`config.mk`:
```
export PLATFORM = sky130hd
export DESIGN_NAME = qb_abs_sat_unit
export DESIGN_NICKNAME = d
export VERILOG_FILES = /design/src/rtl/qbabs_pkg.sv /design/src/rtl/qbabs_decode.sv /design/src/rtl/qbabs_lane.sv /design/src/rtl/qbabs_ctrl_reg.sv /design/src/rtl/qb_abs_sat_unit.sv
export SDC_FILE = /design/constraint.sdc
export NUM_CORES = 1
export LEC_CHECK = 0
export ABC_AREA = 1
export BUFFER_PORTS_ARGS = -buffer_cell sky130_fd_sc_hd__clkbuf_2
export CAP_MARGIN = 20
export CORE_AREA = 2 2 120 122
export CTS_BUF_LIST = sky130_fd_sc_hd__clkbuf_4 sky130_fd_sc_hd__clkbuf_8
export DETAILED_ROUTE_END_ITERATION = 12
export DIE_AREA = 0 0 122 124
export PLACE_DENSITY = 0.62
export SETUP_SLACK_MARGIN = 0.05
export SLEW_MARGIN = 20
export SYNTH_ARGS = -nofsm -noshare
export SYNTH_HDL_FRONTEND = slang
export SYNTH_SLANG_ARGS = --single-unit
```
`constraint.sdc`:
```
create_clock -name clk -period 5.8 [get_ports clk]
set_input_delay 0.58 -clock clk [delete_from_list [all_inputs] [get_ports clk]]
set_output_delay 0.58 -clock clk [all_outputs]
set_load 0.1 [all_outputs]
```
`src/rtl/qbabs_pkg.sv`:
```
// Package: shared encodings and the decoded-instruction type for the
// packed byte absolute-value slice. Assumes 32-bit words, 5-bit indices.
package qbabs_pkg;

    localparam int unsigned IDX_W = 5;

    // Compact form fixed fields
    localparam logic [5:0] CMP_MAJOR = 6'b000000;
    localparam logic [9:0] CMP_MINOR = 10'b0000000100;
    localparam logic [5:0] CMP_FUNC  = 6'b111100;

    // Standard form fixed fields
    localparam logic [5:0] STD_MAJOR = 6'b011111;
    localparam logic [4:0] STD_ZERO  = 5'b00000;
    localparam logic [4:0] STD_SUBOP = 5'b00001;
    localparam logic [5:0] STD_FUNC  = 6'b010010;

    typedef struct packed {
        logic             legal;
        logic [IDX_W-1:0] dst;
        logic [IDX_W-1:0] src;
    } qb_dec_t;

endpackage

```
`src/rtl/qbabs_decode.sv`:
```
// Module: qbabs_decode
// Recognises the operation in its compact and standard 32-bit forms and
// extracts the source and destination register indices. Purely
// combinational; assumes at most one form can match a given word.
module qbabs_decode
    import qbabs_pkg::*;
(
    input  logic [31:0] instr,
    output qb_dec_t     dec
);

    logic is_cmp;
    logic is_std;

    // Match the fixed fields of each form
    always_comb begin
        is_cmp = (instr[31:26] == CMP_MAJOR) && (instr[15:6] == CMP_MINOR)
              && (instr[5:0] == CMP_FUNC);
        is_std = (instr[31:26] == STD_MAJOR) && (instr[25:21] == STD_ZERO)
              && (instr[10:6] == STD_SUBOP) && (instr[5:0] == STD_FUNC);
    end

    // Select index fields according to the matched form
    always_comb begin
        dec.legal = is_cmp || is_std;
        if (is_std) begin
            dec.src = instr[20:16];
            dec.dst = instr[15:11];
        end else begin
            dec.src = instr[20:16];
            dec.dst = instr[25:21];
        end
    end

    // the two forms are mutually exclusive
    always_comb begin
        a_r8_forms_exclusive: assert (!(is_cmp && is_std));
    end

endmodule

```
`src/rtl/qbabs_lane.sv`:
```
// Module: qbabs_lane
// Saturating absolute value of one signed fractional lane. The most
// negative code maps to the largest positive code; other negative codes
// are negated; non-negative codes pass through. Combinational.
module qbabs_lane #(
    parameter int unsigned LANE_W = 8
) (
    input  logic [LANE_W-1:0] lane_in,
    output logic [LANE_W-1:0] lane_out,
    output logic              lane_sat
);

    localparam logic [LANE_W-1:0] MOST_NEG = {1'b1, {(LANE_W-1){1'b0}}};
    localparam logic [LANE_W-1:0] MOST_POS = ~MOST_NEG;

    // Compute the magnitude with clamp on the most negative code
    always_comb begin
        lane_sat = (lane_in == MOST_NEG);
        if (lane_sat)
            lane_out = MOST_POS;
        else if (lane_in[LANE_W-1])
            lane_out = (~lane_in) + 1'b1;
        else
            lane_out = lane_in;
    end

    // magnitude is never negative
    always_comb begin
        a_r3_non_negative: assert (!lane_out[LANE_W-1]);
        a_r2_clamp: assert (!lane_sat || (lane_out == MOST_POS));
    end

endmodule

```
`src/rtl/qbabs_ctrl_reg.sv`:
```
// Module: qbabs_ctrl_reg
// Local DSP control/status register. Software writes load the whole
// word and win over a same-cycle sticky set of the overflow bit.
// Synchronous active-low reset to zero.
module qbabs_ctrl_reg #(
    parameter int unsigned REG_W    = 32,
    parameter int unsigned FLAG_BIT = 20
) (
    input  logic             clk,
    input  logic             rst_n,
    input  logic             sw_we,
    input  logic [REG_W-1:0] sw_wdata,
    input  logic             set_flag,
    output logic [REG_W-1:0] q
);

    // Register update: reset, software write, then sticky set
    always_ff @(posedge clk) begin
        if (!rst_n)
            q <= '0;
        else if (sw_we)
            q <= sw_wdata;
        else if (set_flag)
            q[FLAG_BIT] <= 1'b1;
    end

    // without a software write the flag is never cleared
    a_r5_sticky: assert property (@(posedge clk) disable iff (!rst_n)
        (q[FLAG_BIT] && !sw_we) |=> q[FLAG_BIT]);

    // a software write always lands
    a_r6_sw_wins: assert property (@(posedge clk) disable iff (!rst_n)
        sw_we |=> (q == $past(sw_wdata)));

endmodule

```
`src/rtl/qb_abs_sat_unit.sv`:
```
// Module: qb_abs_sat_unit
// Top of the packed saturating byte absolute-value slice: decoder, lane
// array, control register and a one-stage output register. Assumes the
// register file reads src_data combinationally from src_idx.
module qb_abs_sat_unit
    import qbabs_pkg::*;
#(
    parameter int unsigned DATA_W   = 64,
    parameter int unsigned LANE_W   = 8,
    parameter int unsigned LANES    = 4,
    parameter int unsigned CTRL_W   = 32,
    parameter int unsigned FLAG_BIT = 20
) (
    input  logic              clk,
    input  logic              rst_n,
    input  logic              in_valid,
    input  logic [31:0]       instr,
    input  logic [DATA_W-1:0] src_data,
    input  logic              dsp_en,
    input  logic              sw_ctrl_we,
    input  logic [CTRL_W-1:0] sw_ctrl_wdata,
    output logic [IDX_W-1:0]  src_idx,
    output logic [DATA_W-1:0] abs_comb,
    output logic              out_valid,
    output logic [DATA_W-1:0] out_result,
    output logic              out_wr_en,
    output logic [IDX_W-1:0]  out_wr_idx,
    output logic              out_exc_reserved,
    output logic              out_exc_dsp_off,
    output logic [CTRL_W-1:0] ctrl_reg
);

    localparam int unsigned LOW_W = LANES * LANE_W;
    localparam int unsigned HI_W  = DATA_W - LOW_W;

    qb_dec_t            dec;
    logic [LOW_W-1:0]   low_res;
    logic [LANES-1:0]   sat_vec;
    logic               accept;
    logic               any_sat;
    logic               unused_hi;

    assign unused_hi = ^src_data[DATA_W-1:LOW_W];

    qbabs_decode u_decode (
        .instr (instr),
        .dec   (dec)
    );

    assign src_idx = dec.src;

    // One saturating lane per byte of the low word
    for (genvar g = 0; g < LANES; g++) begin : g_lane
        qbabs_lane #(.LANE_W(LANE_W)) u_lane (
            .lane_in  (src_data[g*LANE_W +: LANE_W]),
            .lane_out (low_res[g*LANE_W +: LANE_W]),
            .lane_sat (sat_vec[g])
        );
    end

    // Assemble the sign-extended result and the issue conditions
    always_comb begin
        abs_comb = {{HI_W{low_res[LOW_W-1]}}, low_res};
        any_sat  = |sat_vec;
        accept   = in_valid && dec.legal && dsp_en;
    end

    qbabs_ctrl_reg #(.REG_W(CTRL_W), .FLAG_BIT(FLAG_BIT)) u_ctrl (
        .clk      (clk),
        .rst_n    (rst_n),
        .sw_we    (sw_ctrl_we),
        .sw_wdata (sw_ctrl_wdata),
        .set_flag (accept && any_sat),
        .q        (ctrl_reg)
    );

    // Output stage: result, write control and exceptions one cycle after issue
    always_ff @(posedge clk) begin
        if (!rst_n) begin
            out_valid        <= 1'b0;
            out_wr_en        <= 1'b0;
            out_result       <= '0;
            out_wr_idx       <= '0;
            out_exc_reserved <= 1'b0;
            out_exc_dsp_off  <= 1'b0;
        end else begin
            out_valid        <= accept;
            out_wr_en        <= accept;
            out_exc_reserved <= in_valid && !dec.legal;
            out_exc_dsp_off  <= in_valid && dec.legal && !dsp_en;
            if (accept) begin
                out_result <= abs_comb;
                out_wr_idx <= dec.dst;
            end
        end
    end

    // no exception coexists with a write or with another exception
    a_r9_exc_exclusive: assert property (@(posedge clk) disable iff (!rst_n)
        $onehot0({out_valid, out_exc_reserved, out_exc_dsp_off}));

    a_r10_no_write_on_exc: assert property (@(posedge clk) disable iff (!rst_n)
        (out_exc_reserved || out_exc_dsp_off) |-> !out_wr_en);

    // upper word mirrors bit 31 of the registered result
    a_r4_sign_ext: assert property (@(posedge clk) disable iff (!rst_n)
        out_valid |-> (out_result[DATA_W-1:LOW_W] == {HI_W{out_result[LOW_W-1]}}));

    // a valid output only follows an issue
    a_r11_latency: assert property (@(posedge clk) disable iff (!rst_n)
        (!in_valid) |=> !out_valid);

endmodule

```
==> flow_summary.yaml <==
run_status:
  status: "finished clean"
sta:
  fin_crit_sh_pct: 52.9
  period_minus_slack_ns: 3.07
  max_freq_ghz: 0.326
  final-hold-violation-count: 0
  tightestPinTransition_ns: 1.02
  clock_skew_ns: 0
  slew-limit-headroom_pct: 31.8
  rsz0062_at_grt: "no"
  setup_tns_ns: 0
  finalSetupViolations: 0
  slew_violations: 0
placed_design:
  hpwl_mm: 9.40
  place_inst: 1066
  place_area_um2: 5370
  port_buffers: 264
  gp_congestion: 0.901
cells_and_area:
  fin_util_pct: 41.0
  final_area_um2: 5630
  layout_common_cells: "264 x clkbuf_2, 189 x nor2_1, 108 x nand2_1"
  area_growth_pct: 25.4
  finalNetCount: 1035
  finalNonFillerCells: 1082
  layout_commonest_cell: "clkbuf_2"
  drive_above_1_share_pct: 32.7
  n_antenna_cell: 0
synth:
  avgSynthCellArea_um2: 6.21
  yosys_warnings: 0
  netlist_area_um2: 4490
  postSynthCellCount: 722
  synth_nets: 859
  synthDistinctLibCells: 27
  yosysTopAreaCell: "dfxtp_1"
  ys_ff_latch: 72
  synth_top_area_share_pct: 32.1
  ys_seq_area_share_pct: 32.1
  ys_top_cells_by_area: "dfxtp_1 32%, nor2_1 16%, buf_4 12%"
clocking:
  cts_root_buffer: "clkbuf_8"
  clkLatencyLatePin_ns: 0.35
  cts_resized: 0
  max-clock-path-buffers: 2
  cts.clk_slew.worst_paths_ns: 0.07
  hold_buffers: 0
  cts_sinks: 72
  cts_tree: "built"
  cts_setup_buffers: 0
  cts_max_level: 3
  cts_made_buffers: 9
setup_path:
  cp-end-kind: "output port"
  worstPathMaxFanout: 5
  path_class: "input port to output port"
  worstPathArrival_ns: 2.49
  required_ns: 5.22
  start_kind: "input port"
pwr:
  p_per_area_nw_per_um2: 256
  power.leakage_nw: 3.23
  ir_drop_mv: 0.189
  power_mw: 1.44
route:
  first_iter_violations: 310
  wl_per_cell_um: 11.7
  num_vias: 4721
  drc: 0
  first_pass_iters: 5
  routed_wl_mm: 12.6
  viasPerCell: 4.36
  ant_nets: 0
grt:
  grt_max_degree: 72
  grt_pass1_wl_mm: 19.5
  antenna_found_initial: 0
  grt_pass1_vias: 4019
  grt_remaining_overflow: 0
  grt_use_total_pct: 16.3
run:
  drv_cap: 0
floorplanning:
  die_w_um: 122
  start_util_pct: 32.7
  ios: 307
  die_height_um: 124
  dieArea_um2: 15100
  rows: 43
  core_area_um2: 13700
min_path:
  hp-class: "input port to flop"
==> stage by stage <==
step                      worst slack (ns)  hold slack, ns
after detailed placement              2.50           0.471
final                                 2.73           0.423
after global routing                  2.49           0.399
after floorplan                       1.27           0.656
after global placement                2.55           0.459
after CTS                             2.50           0.390
==> cells by family after synthesis <==
| family | synth area share (%) |
|---|---|
| AOI/OAI and AO/OA | 9.73 |
| xor gates and xnor gates | 0.781 |
| adders and majority gates | 1.12 |
| buffers and inverters | 22.6 |
| DFF | 32.1 |
| and+or+nand+nor | 33.6 |
==> critical path, cell delays in order <==
cell and delay, ns:
clkbuf_2 0.09, inv_1 0.09, ha_1 0.15, inv_1 0.05, nor2_1 0.28, nand2_1 0.16, nor2_1 0.40, nor2_1 0.17
inv_1 0.08, clkbuf_2 0.45
==> worst paths after layout <==
check	depth (start not counted)	endpoint	slack, ns	start
setup / recovery	10	abs_comb[26]	2.73	src_data[24]
hold / removal	2	out_exc_dsp_off	0.42	dsp_en
setup reg to reg	4	out_result[31]	4.53	out_result[31]
hold reg to reg	2	out_result[18]	0.48	out_result[18]
==> synth_stat cells <==
cell type	count
nor2_1	189
nand2_1	108
inv_1	89
buf_4	73
dfxtp_1	72
nand3_1	53
a21oi_1	41
o21ai_0	37
clkbuf_1	15
buf_1	6
nor2_2	6
buf_2	4
ha_1	4
o21bai_1	4
buf_6	3
nand3_2	3
nand4_1	2
nor3_1	2
xnor2_1	2
xor2_1	2
a211oi_1	1
a21oi_2	1
nand2_2	1
nand2_4	1
nand3b_1	1
nor3b_1	1
nor4_1	1
==> flip-flops by register name (all words and copies together) (netlist names) <==
| signal | cells |
|---|---|
| out_exc_dsp_off | 1 |
| out_exc_reserved | 1 |
| out_result | 32 |
| out_wr_en | 1 |
| out_wr_idx | 5 |
| u_ctrl.q | 32 |
==> per-layer routing <==
layer  GRT usage (%)  vias to the layer above  share of wire (%)
li1                -                     2501                  -
met1            20.8                     2009                 45
met2            25.3                      195                 44
met3            6.09                       16                9.6
met4            5.46                        0                1.6
met5               0                        -                  0
==> cell type report <==
type | instances | area [um2]
well taps | 180 | 225
multi-input cells | 460 | 2040
clock buffers | 10 | 138
inverters | 89 | 334
repair buffers | 266 | 1340
fillers | 1494 | 8090
flip-flops and latches | 72 | 1440
clock inverters | 5 | 104
==> power by group <==
group | internal (mW) | total (mW) | switching (mW)
Combinational | 0.0785 | 0.433 | 0.355
Clock | 0.296 | 0.491 | 0.195
Sequential | 0.510 | 0.517 | 0.00764
Power figures use the tool's default switching activity.
